## src/rtl/tct_pkg.sv

```systemverilog
package tct_pkg;

    // Register offsets (byte addresses, word spaced)
    localparam int OFF_CTRL   = 'h0;
    localparam int OFF_CNT_LO = 'h4;
    localparam int OFF_CNT_HI = 'h8;
    localparam int OFF_CMP    = 'hC;

    // Control/status bit positions
    localparam int FLAG_POS = 0;
    localparam int EN_POS   = 4;

    typedef enum logic [2:0] {
        RSEL_NONE,
        RSEL_CTRL,
        RSEL_LO,
        RSEL_HI,
        RSEL_CMP
    } rsel_e;

    function automatic rsel_e decode_offset(input logic [31:0] off);
        rsel_e r;
        case (off)
            OFF_CTRL:   r = RSEL_CTRL;
            OFF_CNT_LO: r = RSEL_LO;
            OFF_CNT_HI: r = RSEL_HI;
            OFF_CMP:    r = RSEL_CMP;
            default:    r = RSEL_NONE;
        endcase
        return r;
    endfunction

endpackage

```

## src/rtl/tct_counter.sv

```systemverilog
module tct_counter #(
    parameter int WORD_W = 32
) (
    input  logic              clk,
    input  logic              rst_n,
    input  logic              tick_en,
    output logic [WORD_W-1:0] cnt_lo,
    output logic [WORD_W-1:0] cnt_hi,
    output logic [WORD_W-1:0] lo_next,
    output logic              step
);
    localparam int CNT_W = 2 * WORD_W;

    typedef struct packed {
        logic [WORD_W-1:0] hi;
        logic [WORD_W-1:0] lo;
    } cnt_t;

    cnt_t cnt_d, cnt_q;
    logic carry;

    always_comb begin
        cnt_d = cnt_q;
        carry = &cnt_q.lo;
        if (tick_en) begin
            cnt_d.lo = cnt_q.lo + WORD_W'(1);
            cnt_d.hi = cnt_q.hi + WORD_W'(carry);
        end
    end

    always_ff @(posedge clk or negedge rst_n) begin
        if (!rst_n) cnt_q <= '0;
        else        cnt_q <= cnt_d;
    end

    assign cnt_lo  = cnt_q.lo;
    assign cnt_hi  = cnt_q.hi;
    assign lo_next = cnt_d.lo;
    assign step    = tick_en;

    // one tick adds exactly one to the whole count
    p_step_r2: assert property (@(posedge clk) disable iff (!rst_n)
        tick_en |=> ({cnt_hi, cnt_lo} == $past({cnt_hi, cnt_lo}) + CNT_W'(1)));

    // no tick, no change
    p_hold_r2: assert property (@(posedge clk) disable iff (!rst_n)
        !tick_en |=> $stable({cnt_hi, cnt_lo}));

    // low-word wrap carries into the high word
    p_carry_r2: assert property (@(posedge clk) disable iff (!rst_n)
        (tick_en && (&cnt_lo)) |=> (cnt_lo == '0 && cnt_hi == $past(cnt_hi) + WORD_W'(1)));

endmodule

```

## src/rtl/tct_compare.sv

```systemverilog
module tct_compare
    import tct_pkg::*;
#(
    parameter int WORD_W = 32
) (
    input  logic              clk,
    input  logic              rst_n,
    input  logic              step,
    input  logic [WORD_W-1:0] lo_next,
    input  logic              wr_ctrl,
    input  logic              wr_cmp,
    input  logic [WORD_W-1:0] wdata,
    output logic              flag,
    output logic              en,
    output logic [WORD_W-1:0] cmp,
    output logic              irq
);
    typedef struct packed {
        logic [WORD_W-1:0] cmp;
        logic              en;
        logic              flag;
    } cmp_st_t;

    cmp_st_t st_d, st_q;
    logic match_evt;
    logic clr_req;

    always_comb begin
        st_d      = st_q;
        match_evt = step && st_q.en && (lo_next == st_q.cmp);
        clr_req   = wr_ctrl && wdata[FLAG_POS];
        if (wr_cmp)  st_d.cmp = wdata;
        if (wr_ctrl) st_d.en  = wdata[EN_POS];
        if (match_evt)    st_d.flag = 1'b1;
        else if (clr_req) st_d.flag = 1'b0;
    end

    always_ff @(posedge clk or negedge rst_n) begin
        if (!rst_n) st_q <= '0;
        else        st_q <= st_d;
    end

    assign flag = st_q.flag;
    assign en   = st_q.en;
    assign cmp  = st_q.cmp;
    assign irq  = st_q.flag & st_q.en;

    // an armed tick landing on the compare value sets the flag
    p_flag_set_r6: assert property (@(posedge clk) disable iff (!rst_n)
        (step && en && lo_next == cmp) |=> flag);

    // without a match or a clear the flag holds
    p_flag_hold_r7: assert property (@(posedge clk) disable iff (!rst_n)
        (!match_evt && !clr_req) |=> (flag == $past(flag)));

    // write-one clears when no match collides
    p_w1c_r8: assert property (@(posedge clk) disable iff (!rst_n)
        (clr_req && !match_evt) |=> !flag);

    // match beats a simultaneous clear
    p_match_wins_r9: assert property (@(posedge clk) disable iff (!rst_n)
        (clr_req && match_evt) |=> flag);

    // dropping the enable lowers the interrupt
    p_irq_drop_r10: assert property (@(posedge clk) disable iff (!rst_n)
        (wr_ctrl && !wdata[EN_POS]) |=> !irq);

    // compare write loads the full word
    p_cmp_load_r4: assert property (@(posedge clk) disable iff (!rst_n)
        wr_cmp |=> (cmp == $past(wdata)));

endmodule

```

## src/rtl/tct_regs.sv

```systemverilog
module tct_regs
    import tct_pkg::*;
#(
    parameter int WORD_W = 32,
    parameter int ADDR_W = 4
) (
    input  logic              clk,
    input  logic              rst_n,
    input  logic              bus_sel,
    input  logic              bus_wr,
    input  logic [ADDR_W-1:0] bus_addr,
    input  logic [WORD_W-1:0] ctrl_word,
    input  logic [WORD_W-1:0] cnt_lo,
    input  logic [WORD_W-1:0] cnt_hi,
    input  logic [WORD_W-1:0] cmp_val,
    output logic              wr_ctrl,
    output logic              wr_cmp,
    output logic [WORD_W-1:0] rdata
);
    typedef struct packed {
        logic              wr_ctrl;
        logic              wr_cmp;
        logic [WORD_W-1:0] rdata;
    } dec_t;

    rsel_e rsel;
    dec_t  dec;

    always_comb begin
        rsel        = decode_offset(32'(bus_addr));
        dec         = '0;
        dec.wr_ctrl = bus_sel && bus_wr && (rsel == RSEL_CTRL);
        dec.wr_cmp  = bus_sel && bus_wr && (rsel == RSEL_CMP);
        if (bus_sel && !bus_wr) begin
            case (rsel)
                RSEL_CTRL: dec.rdata = ctrl_word;
                RSEL_LO:   dec.rdata = cnt_lo;
                RSEL_HI:   dec.rdata = cnt_hi;
                RSEL_CMP:  dec.rdata = cmp_val;
                default:   dec.rdata = '0;
            endcase
        end
    end

    assign wr_ctrl = dec.wr_ctrl;
    assign wr_cmp  = dec.wr_cmp;
    assign rdata   = dec.rdata;

    // unmapped offsets read zero
    p_unmapped_zero_r11: assert property (@(posedge clk) disable iff (!rst_n)
        (bus_sel && !bus_wr && rsel == RSEL_NONE) |-> (rdata == '0));

    // no write strobe leaves for counter or unmapped offsets
    p_no_stray_wr_r3: assert property (@(posedge clk) disable iff (!rst_n)
        (bus_sel && bus_wr && rsel != RSEL_CTRL && rsel != RSEL_CMP) |-> (!wr_ctrl && !wr_cmp));

endmodule

```

## src/rtl/tick_compare_timer.sv

```systemverilog
module tick_compare_timer
    import tct_pkg::*;
#(
    parameter int WORD_W = 32,
    parameter int ADDR_W = 4
) (
    input  logic              clk,
    input  logic              rst_n,
    input  logic              tick_en,
    input  logic              bus_sel,
    input  logic              bus_wr,
    input  logic [ADDR_W-1:0] bus_addr,
    input  logic [WORD_W-1:0] bus_wdata,
    output logic [WORD_W-1:0] bus_rdata,
    output logic              irq
);
    logic [WORD_W-1:0] cnt_lo, cnt_hi, lo_next, cmp_val, ctrl_word;
    logic              step, wr_ctrl, wr_cmp, flag, en;

    tct_counter #(.WORD_W(WORD_W)) u_counter (
        .clk     (clk),
        .rst_n   (rst_n),
        .tick_en (tick_en),
        .cnt_lo  (cnt_lo),
        .cnt_hi  (cnt_hi),
        .lo_next (lo_next),
        .step    (step)
    );

    tct_compare #(.WORD_W(WORD_W)) u_compare (
        .clk     (clk),
        .rst_n   (rst_n),
        .step    (step),
        .lo_next (lo_next),
        .wr_ctrl (wr_ctrl),
        .wr_cmp  (wr_cmp),
        .wdata   (bus_wdata),
        .flag    (flag),
        .en      (en),
        .cmp     (cmp_val),
        .irq     (irq)
    );

    always_comb begin
        ctrl_word           = '0;
        ctrl_word[FLAG_POS] = flag;
        ctrl_word[EN_POS]   = en;
    end

    tct_regs #(.WORD_W(WORD_W), .ADDR_W(ADDR_W)) u_regs (
        .clk       (clk),
        .rst_n     (rst_n),
        .bus_sel   (bus_sel),
        .bus_wr    (bus_wr),
        .bus_addr  (bus_addr),
        .ctrl_word (ctrl_word),
        .cnt_lo    (cnt_lo),
        .cnt_hi    (cnt_hi),
        .cmp_val   (cmp_val),
        .wr_ctrl   (wr_ctrl),
        .wr_cmp    (wr_cmp),
        .rdata     (bus_rdata)
    );

    // interrupt follows flag and enable, checked at the ports over time
    p_irq_level_r10: assert property (@(posedge clk) disable iff (!rst_n)
        (irq && !wr_ctrl && !step) |=> irq);

endmodule

```

## config.mk

```make
export PLATFORM = sky130hd
export DESIGN_NAME = tick_compare_timer
export DESIGN_NICKNAME = d
export VERILOG_FILES = /design/src/rtl/tct_pkg.sv /design/src/rtl/tct_counter.sv /design/src/rtl/tct_compare.sv /design/src/rtl/tct_regs.sv /design/src/rtl/tick_compare_timer.sv
export SDC_FILE = /design/constraint.sdc
export NUM_CORES = 1
export LEC_CHECK = 0
export BUFFER_PORTS_ARGS = -buffer_cell sky130_fd_sc_hd__buf_2
export CAP_MARGIN = 0
export CORE_MARGIN = 5
export CORE_UTILIZATION = 30
export DETAILED_ROUTE_END_ITERATION = 7
export PLACE_DENSITY_LB_ADDON = 0.15
export SYNTH_ARGS = -nofsm -noshare
export SYNTH_HDL_FRONTEND = slang
export SYNTH_SLANG_ARGS = --single-unit
```

## constraint.sdc

```tcl
create_clock -name clk -period 3.5 [get_ports clk]
set_input_delay 0.35 -clock clk [delete_from_list [all_inputs] [get_ports clk]]
set_output_delay 0.35 -clock clk [all_outputs]
set_load 0.005 [all_outputs]
```

---- Yosys cells after proc, flatten, opt, wreduce, memory -nomap -nowiden ----
Cells that the tools add are included.
word-level totals
  input bits .............................. 41
  logic and storage cells ................. 33
  output and inout port bits .............. 33
  bits in registers ....................... 98
cells by class
  add/sub/neg operators ................... 2
  muxes and demuxes ....................... 6
  eq/ne operators ......................... 8
  reductions and logical operators ........ 11
  bitwise operators ....................... 1
operators with widths
  kind                                                  count
  case mux 32 bit (4 select lines)                      1
  2-to-1 mux 32 bit                                     2
  adder 32 x 1 -> 32 bit                                1
  adder 32 x 1 -> 32 bit (second input constant)        1
  equality test 32 bit                                  1
  AND reduction 32 bit                                  1
  case mux 3 bit (4 select lines)                       1
  equality test 4 bit (second input constant)           2
  logical AND 1 bit                                     7
  equality test 3 x 2 -> 1 bit (second input constant)  2
  equality test 4 x 3 -> 1 bit (second input constant)  1
  zero test 4 bit                                       1
  equality test 3 x 1 -> 1 bit (second input constant)  1
  equality test 3 bit (second input constant)           1
  2-to-1 mux 1 bit                                      2
  nonzero test 2 bit                                    1
  bitwise AND 1 bit                                     1
  zero test 1 bit                                       1

---- Logic depth before layout (Yosys ltp) ----
Gate-level depths: netlist of the first run.
  word-level depth ........................ 7
  depth in mapped cells ................... 14
  gate-level depth less buffers ........... 13

---- Cells and area by module ----
A second synthesis of the first run with hierarchy kept.
unflattened totals
  cells, all modules ...................... 512
  area, all modules ....................... 5808.1 sq um
by module, submodules not included
  module              cells each  sequential area each (sq um)  times used  area an instance (sq um)
  tct_counter         268         1601.5                        1           3002.9
  tct_compare         118         850.8                         1           1609.0
  tct_regs            125         0.0                           1           1192.4
  tick_compare_timer  1           0.0                           1           3.8

---- Worst setup path before layout of the first run ----
OpenSTA, ideal clock, no wires.
  path type ............................... flip-flop to flip-flop
  start ................................... register u_counter.cnt_q (netlist bit u_counter.cnt_lo[0])
  end ..................................... register u_compare.st_q (netlist bit u_compare.flag)
  arrival time ............................ 3008 ps
  required time ........................... 3408 ps
  period minus slack after synthesis ...... 3100 ps
  setup time .............................. 92 ps
  stages on the path, launching flop included .. 10
  buffers on the path ..................... 0
  path slack .............................. 400 ps
  cell sequence ........................... dfrtp_1 > ha_1 > nand4_4 > or4_4 > or4b_4 > xor2_1 > o2111a_1 > nand4_1 > or4_1 > o31ai_2
between the ends
  longest elaborated chain between the ends .. 5
  elaborated cells between the ends (all ways) .. 6
  classes of those cells .................. add/sub: 1; eq/ne: 1; mux: 2; reduce/logical: 2
RTL lines
  item                                                    RTL line           source
  start: declaration                                      tct_counter.sv:19  cnt_t cnt_d, cnt_q;
  start signal: assignment                                tct_counter.sv:33  else cnt_q <= cnt_d;
  adder 32 x 1 -> 32 bit                                  tct_counter.sv:26  cnt_d.lo = cnt_q.lo + WORD_W'(1);
  2-to-1 mux 32 bit *                                     tct_counter.sv:25  if (tick_en) begin
  equality test 32 bit *                                  tct_compare.sv:30  match_evt = step && st_q.en && (lo_next == st_q.cmp);
  logical AND 1 bit *                                     tct_compare.sv:30
  2-to-1 mux 1 bit or nonzero test 2 bit (tied branches)  n/a
  end signal: assignment                                  tct_compare.sv:40  else st_q <= st_d;
  end: declaration                                        tct_compare.sv:24  cmp_st_t st_d, st_q;
Every way passes the cells marked *; elsewhere a longest branch is shown, timed or not.
A chain may end at the register's enable or synchronous reset.

---- Worst setup path in the final report of the first run ----
  start ................................... register u_counter.cnt_q (netlist bit u_counter.cnt_lo[1])
  end ..................................... register u_compare.st_q (netlist bit u_compare.flag)
Same word-level chain as after synthesis.

==> results of run 1 <==
-- logic make-up after synthesis --
kind of cell	count (synthesis)
and+or+nand+nor	219
buffers and inverters	42
AOI/OAI and AO/OA	66
DFF	98
xor gates and xnor gates	90
muxes	36
adders and majority gates	3
-- cell type report --
type | count | area, µm² | share of cell area (%)
clock buffer | 10 | 239 | 3.51
sequential | 98 | 2450 | 36.1
inverter | 8 | 30.0 | 0.441
multi-input combinational | 414 | 3030 | 44.6
tap | 234 | 293 | 4.30
timing repair buffer | 118 | 718 | 10.6
clock inverter | 5 | 38.8 | 0.570
-- sequential cells by signal, summed over array words and instances, names as in the netlist --
register and flops:
u_compare.cmp 32, u_compare.en 1, u_compare.flag 1, u_counter.cnt_hi 32, u_counter.cnt_lo 32
-- Yosys cell counts, drive strengths merged, types with 5 or more instances --
cell    count
xnor2      56
a222oi     30
nand4      29
nor4        9
o21ai       8
nand2      36
mux2       35
nor3       11
and4        5
xor2       32
buf        11
nand3      27
dfrtp      98
and3       17
inv         8
nor2       61
or4         7
a21oi       8
clkbuf     23
-- how the worst max path moves through the flow --
stage                              start                    to  slack [ns]  cells after the start
CTS                 u_counter.cnt_lo[17]  u_counter.cnt_hi[25]        0.07                     14
finish               u_counter.cnt_lo[1]        u_compare.flag        0.19                      9
global placement    u_counter.cnt_lo[17]  u_counter.cnt_hi[27]        0.07                     14
detailed placement  u_counter.cnt_lo[17]  u_counter.cnt_hi[27]        0.04                     14
floorplan            u_counter.cnt_lo[0]        u_compare.flag        0.40                      9
global route        u_counter.cnt_lo[15]  u_counter.cnt_hi[20]      -0.006                     14
-- layer usage --
layer	vias up	GRT usage [%]	part of all wire, %
met5	-	0	0
met4	0	5.03	1.5
met3	17	2.04	4.5
met2	161	27.0	45
met1	2404	25.6	49
li1	2241	-	-
-- metrics by stage --
| stage | setup WS (ns) | TNS (ns) |
|---|---|---|
| 2_1_floorplan | 0.400 | 0 |
| 3_3_place_gp | 0.0716 | 0 |
| 3_5_place_dp | 0.0376 | 0 |
| 4_1_cts | 0.0662 | 0 |
| 5_1_grt | -0.00552 | -0.00872 |
| 6_report | 0.185 | 0 |
-- power breakdown --
group / switching (mW) / leakage [nW] / internal [mW]
clock network: 0.458 / 0.135 / 0.502
registers: 0.173 / 1.30 / 1.25
logic: 0.303 / 1.55 / 0.275
==> results.toml, run 1 <==
[worst_setup_path]
reg2reg_depth = 9
required_ns = 3.76
worstPathCellList = "ha_2, nand4_4, or4_4, or4b_4, xor2_1, o2111a_1, nand4_1, or4_1, o31ai_2"
crit_buf_inv = 0
regToRegEndpoint = "u_compare.flag"
critPathTopFamily = "simple AND/OR/NAND/NOR gates"
r2r_slack_ns = 0.19
cp.arrival_ns = 3.57
reg2reg_from = "u_counter.cnt_lo[1]"
start_kind = "flop"
critical_path_class = "flop to flop"
endpoint_kind = "flop"
crit_fanout = 6
cp_slowest_stage_delay_ns = 0.61
cp_slowest_cell = "or4_4"

[placement]
place_area_um2 = 6500
io_buffers = 73
gp_congestion = 0.884
dp.cells = 872
dp_hpwl_um = 13800

[die]
die_h_um = 147
die_w_um = 147
design.core.area_um2 = 18600
row_count = 50
dieArea_um2 = 21700
start_util_pct = 30.3
ios = 74

[routing]
wirelength_um = 18600
first_iter_violations = 541
wl_per_cell_um = 20.9
drc = 0
drtAntennaViolNets = 0
first_pass_iters = 5
via_per_inst = 5.44
vias = 4823

[run]
maxCapViolCount = 0

[clock_tree]
cts-root-buf = "clkbuf_16"
clock_latency_ns = 0.35
ctsHoldBuffers = 0
htree_num_levels = 3
cts_tree = "yes"
cts.sinks = 98
clkTransAtPathRegs_ns = 0.07
post-cts-setup-buffer-count = 0
cts_buffers = 9
ctsResizeCount = 1
clock_path_buffers = 2

[pwr]
total_power_mw = 2.96
vdd_ir_drop_max_v = 0.000219
p_per_area_nw_per_um2 = 435
leakage_nw = 2.99

[synth]
yosys.area.top_type = "dfrtp_1"
ys_types = 59
synth_top_area_share_pct = 43.4
synth_area_per_cell_um2 = 10.2
ys_seq_area_share_pct = 43.4
synth-compound-area-share_pct = 9.71
synth_area_leaders = "dfrtp_1 43%, xnor2_1 8.7%, mux2_2 7.0%"
synth_edf_count = 0
synthCells = 554
synth_top_family_by_area = "simple AND/OR/NAND/NOR gates"
synth_fa_ha_area_share_pct = 0.664
ys_ff_latch = 98
synth.cell_area_um2 = 5660
ys.flop_type = "dfrtp_1"
yosys_warnings = 0
synth_mux_area_share_pct = 7.14
async_flop_share_pct = 100
yosys.area_share.simple_pct = 20.9
syn_nets = 598
synth-xor-area-share_pct = 14.5

[grt]
grt_pass1_wl_um = 29200
grt_max_degree = 64
first_global_vias = 4872
grt_usage_pct = 17.4
antenna_found_initial = 0
gr-total-overflow = 0

[final_layout]
drive_gt1_share_pct = 29.2
final_util_pct = 36.5
area_delta_synth_final_pct = 20.3
n_antenna_cell = 0
final_cells = 887
mostFrequentLayoutCell = "dfrtp_1"
postLayoutCellArea_um2 = 6810
fillerInstances = 1911
layout_common_cells = "97 x dfrtp_1, 72 x buf_2, 57 x nor2_1"
nets = 693

[sta]
tightest_slew_ns = 0.918
setup_viol = 0
fin_crit_ns = 3.31
fin_crit_sh_pct = 94.7
fin_skew_ns = 0.00991
slew-limit-headroom_pct = 38.8
fmaxAchievable_mhz = 302
report.final.slew_viol_count = 0
hold_violations = 0
hold_ws_ns = 0.114

[min_path]
hold_path_class = "input port to asynchronous set/reset pin"

[outcome]
status = "completed"
Note: power is estimated with default switching activity, not from simulation.
==> run 2, diff against run 1 <==
ABC_AREA = 1   (was unset)
==> results.toml, run 2 <==
[synth]
synthCells = 877
synth.cell_area_um2 = 6190
yosys.area.top_type = "dfrtp_1"
ys_types = 37
ys.flop_type = "dfrtp_1"
synth_top_area_share_pct = 39.6
ys_ff_latch = 98
synth.most_common_cell = "nand2_1"
synth_commonest_cells = "250 x nand2_1, 147 x inv_1, 106 x nor2_1"
async_flop_share_pct = 100
synth_area_per_cell_um2 = 7.05
synth_area_leaders = "dfrtp_1 40%, nand2_1 15%, inv_1 8.9%"
syn_nets = 921
synth_edf_count = 0
ys_seq_area_share_pct = 39.6
yosys_warnings = 0

[routing]
first_iter_violations = 391
via_per_inst = 4.73
wl_per_cell_um = 16.5
first_pass_iters = 5
wirelength_um = 20200
drtAntennaViolNets = 0
vias = 5775
drc = 0

[worst_setup_path]
cp_slowest_cell = "dfrtp_1"
cp_common_cell = "ha_1"
crit_buf_inv = 1
start_kind = "flop"
required_ns = 3.74
cp_slowest_stage_delay_ns = 0.48
cp.arrival_ns = 3.34
critical_path_class = "flop to flop"
crit_fanout = 7
critPathTopFamily = "simple AND/OR/NAND/NOR gates"
endpoint_kind = "flop"
worstPathCellList = "ha_1, nand3_1, inv_1, nand2_1, nor2_1, nand2_1, nor2_1, ha_1, ha_1, nand4_2, nor3_4, nand3_2, nor2_4, nand2_2, nor3_4, nand4_1, xor2_1"

[sta]
hold_violations = 0
rsz0062_at_grt = "false"
fin_skew_ns = 0.0111
fmaxAchievable_mhz = 322
setup_viol = 0
report.final.slew_viol_count = 0
tightest_slew_ns = 0.849
slew-limit-headroom_pct = 43.3
fin_crit_sh_pct = 88.7
fin_tns_setup_ns = 0
hold_ws_ns = 0.0823
fin_crit_ns = 3.10

[placement]
io_buffers = 73
place_area_um2 = 6890
gp_congestion = 0.897
dp_hpwl_um = 15900

[final_layout]
fillerInstances = 2242
postLayoutCellArea_um2 = 7190
register_area_um2 = 2450
area_delta_synth_final_pct = 16.2
drive_gt1_share_pct = 13.9
mostFrequentLayoutCell = "nand2_1"
multiInputGateArea_um2 = 3100
layout_common_cells = "249 x nand2_1, 147 x inv_1, 105 x nor2_1"
final_util_pct = 35.4
n_antenna_cell = 0
nets = 992

[clock_tree]
htree_num_levels = 3
ctsHoldBuffers = 0
clock_path_buffers = 2
post-cts-setup-buffer-count = 0
cts_buffers = 9
ctsResizeCount = 0
cts-root-buf = "clkbuf_16"
clkTransAtPathRegs_ns = 0.07
clock_latency_ns = 0.35
cts_tree = "yes"
cts.sinks = 98

[grt]
grt_usage_pct = 17.3
grt_max_degree = 59
gr-total-overflow = 0
grt_pass1_wl_um = 32300
antenna_found_initial = 1
first_global_vias = 5869

[die]
die_h_um = 154
ios = 74
design.core.area_um2 = 20300
die_w_um = 154
start_util_pct = 30.5
row_count = 52
dieArea_um2 = 23600

[min_path]
hold_path_class = "input port to asynchronous set/reset pin"

[pwr]
p_per_area_nw_per_um2 = 404
total_power_mw = 2.90
leakage_nw = 3.83
vdd_ir_drop_max_v = 0.000230

[outcome]
status = "completed"

[run]
maxCapViolCount = 0
==> run 2: cell count changes in the layout (fill, tap and decap cells not counted), moves of 14 or more <==
cell | before | now
xnor2_1 | 56 | 2
o221ai_1 | 1 | 21
mux2_2 | 35 | 1
nand4_1 | 28 | 14
and3_1 | 15 | 0
nor2_1 | 57 | 105
buf_4 | 45 | 7
nand3_1 | 24 | 61
nand2_1 | 36 | 249
inv_1 | 8 | 147
a21oi_1 | 8 | 29
a222oi_1 | 30 | 0
==> run 2: kinds of logic (layout without fill, tap and decap cells) <==
family          after synthesis  count (layout)  share of synthesized area [%]
compound gates               86              86                           8.62
flops                        98              98                           39.6
xor+xnor                     41              41                           6.37
fa+ha+maj                     3               3                          0.607
simple gates                478             478                           34.2
mux                           1               1                          0.182
buf+inv                     170             245                           10.4
==> run 2: routing by layer <==
layer	vias to the layer above	track usage, %	routed length (µm)
li1	2903	-	-
met3	29	2.11	916
met2	156	26.8	8930
met4	0	6.10	463
met5	-	0	0
met1	2687	24.8	9840
==> run 2: final timing paths <==
check / slack [ns] / start / endpoint / cells after the start
worst min register to register: 0.50 / u_counter.cnt_hi[13] / u_counter.cnt_hi[13] / 1
min in group clk: 0.23 / bus_wdata[29] / u_compare.cmp[29] / 2
worst min-delay path: 0.08 / rst_n / u_compare.cmp[3] / 1
worst max register to register: 0.40 / u_counter.cnt_lo[0] / u_counter.cnt_hi[30] / 17
max in group asynchronous: 2.69 / rst_n / u_counter.cnt_hi[24] / 2
worst max-delay path: 0.40 / u_counter.cnt_lo[0] / u_counter.cnt_hi[30] / 17
==> run 2: cell type report <==
class | count | share of cell area (%)
flip-flops and latches | 98 | 34.1
well taps | 270 | 4.70
multi-input cells | 609 | 43.1
clock buffers | 12 | 3.29
inverters | 150 | 7.83
clock inverters | 3 | 0.905
repair buffers | 80 | 6.02
==> run 2: worst reg2reg max path, stage by stage (launching register included) <==
cell	delay [ns]
dfrtp_1	0.48
ha_1	0.22
nand3_1	0.17
inv_1	0.09
nand2_1	0.05
nor2_1	0.13
nand2_1	0.09
nor2_1	0.12
ha_1	0.20
ha_1	0.19
nand4_2	0.15
nor3_4	0.19
nand3_2	0.14
nor2_4	0.16
nand2_2	0.12
nor3_4	0.20
nand4_1	0.13
xor2_1	0.16
==> run 2: power by group <==
| part | switching, mW | total (mW) | internal, mW |
|---|---|---|---|
| clock | 0.452 | 1.08 | 0.624 |
| sequential | 0.107 | 1.34 | 1.24 |
| combinational | 0.315 | 0.485 | 0.170 |
==> run 2: per-stage QoR <==
stage / instances / worst slack, ns
2_1_floorplan: 877 / 0.873
3_3_place_gp: 1207 / 0.496
3_5_place_dp: 1207 / 0.385
4_1_cts: 1222 / 0.384
5_1_grt: 1222 / 0.141
6_report: 1222 / 0.397
==> run 3, diff against run 2 <==
GPL_TIMING_DRIVEN = 0   (was unset)
==> results.toml, run 3 (synthesis results as in run 2) <==
[outcome]
status = "finished with violations"
violations = "negative hold slack"

[clock_tree]
cts-root-buf = "clkbuf_16"
cts_tree = "yes"
clock_latency_ns = 0.36
clock_path_buffers = 2
cts_buffers = 9
htree_num_levels = 3
clkTransAtPathRegs_ns = 0.07
cts.sinks = 98

[sta]
hold_ws_ns = -0.0150
fin_tns_setup_ns = 0
fmaxAchievable_mhz = 311
hold_violations = 10
fin_skew_ns = 0.00824
tightest_slew_ns = 0.847
timing.final.ws_setup_ns = 0.286
rsz0062_at_grt = "false"
fin_crit_sh_pct = 91.8
fin_crit_ns = 3.21
setup_viol = 0
report.final.slew_viol_count = 0
slew-limit-headroom_pct = 43.5

[grt]
grt_pass1_wl_um = 33200
first_global_vias = 5895
gr-total-overflow = 0
grt_usage_pct = 18.2
grt_max_degree = 60
antenna_found_initial = 0

[final_layout]
mostFrequentLayoutCell = "nand2_1"
layout_common_cells = "250 x nand2_1, 147 x inv_1, 105 x nor2_1"
drive_gt1_share_pct = 14.2
nets = 1009
postLayoutCellArea_um2 = 7270
n_antenna_cell = 0
area_delta_synth_final_pct = 17.5

[pwr]
p_per_area_nw_per_um2 = 397
vdd_ir_drop_max_v = 0.000226
leakage_nw = 3.84

[min_path]
hold_path_class = "input port to asynchronous set/reset pin"

[run]
maxCapViolCount = 0

[die]
start_util_pct = 30.5
ios = 74
die_h_um = 154
dieArea_um2 = 23600
row_count = 52
die_w_um = 154
design.core.area_um2 = 20300

[worst_setup_path]
critical_path_class = "flop to flop"
start_kind = "flop"
crit_fanout = 5
cp.arrival_ns = 3.45
endpoint_kind = "flop"
r2r_slack_ns = 0.29
required_ns = 3.74

[routing]
wirelength_um = 21100
first_iter_violations = 424
wl_per_cell_um = 17.0
via_per_inst = 4.68
drc = 0
drtAntennaViolNets = 0
vias = 5802
first_pass_iters = 5

[placement]
gp_congestion = 0.903
dp_hpwl_um = 16400
dp_slack_ns = 0.196
place_area_um2 = 6910
io_buffers = 72
-- run 3: worst paths after layout --
check | end | cells past startpoint | start
max | u_counter.cnt_hi[30] | 16 | u_counter.cnt_lo[13]
min | u_counter.cnt_hi[2] | 1 | rst_n
max reg2reg | u_counter.cnt_hi[30] | 16 | u_counter.cnt_lo[13]
min reg2reg | u_counter.cnt_hi[21] | 1 | u_counter.cnt_hi[21]
max in group asynchronous | u_counter.cnt_lo[22] | 2 | rst_n
min in group clk | u_compare.cmp[29] | 2 | bus_wdata[29]
-- run 3: layer usage --
layer  vias up  routed length (µm)  GRT usage [%]  share of wire [%]
li1       2939                   -              -                  -
met1      2726               10300           25.8                 49
met2       112                9490           28.7                 45
met3        25                 782           2.73                3.7
met4         0                 440           5.72                2.1
met5         -                   0              0                  0
-- run 3: report_power, final --
part,internal (mW),total [mW],switching [mW]
Sequential,1.24,1.33,0.0919
Combinational,0.184,0.512,0.328
Clock,0.573,1.04,0.470
-- run 3: timing repair --
item,in CTS,in global routing
endpoints found under the hold margin,0,0
endpoints found under the setup margin,0,5
buffers inserted,0,4
gates resized for setup,0,8
hold buffers,0,0
-- run 3: through the flow --
step / power (mW) / util [%] / instances
6_report: 2.88 / 35.8 / 1239
4_1_cts: 2.89 / 35.5 / 1235
3_5_place_dp: 1.85 / 34.1 / 1220
3_3_place_gp: 1.84 / 33.9 / 1219
5_1_grt: 3.04 / 35.8 / 1239
2_1_floorplan: 1.66 / - / 877
-- run 3: layout make-up --
type                    count  area [µm²]
plain buffers              20        81.3
clock buffers              11         243
clock inverters             4        51.3
fillers                  2269       13000
inverters                 150         563
multi-input cells         609        3110
flip-flops and latches     98        2450
well taps                 270         338
repair buffers             77         420
-- run 3: worst max-delay path, stage by stage (launching register included) --
cell and delay, ns:
dfrtp_1 0.44, nand2_1 0.10, nor2_1 0.18, nand2_1 0.12
nor2_1 0.20, nand2_1 0.13, nor2_2 0.12, ha_2 0.22
ha_1 0.19, nand4_2 0.16, nor3_4 0.28, nand3_4 0.14
nor2_4 0.16, nand2_2 0.12, nor3_4 0.24, nand4_1 0.13
xor2_1 0.16
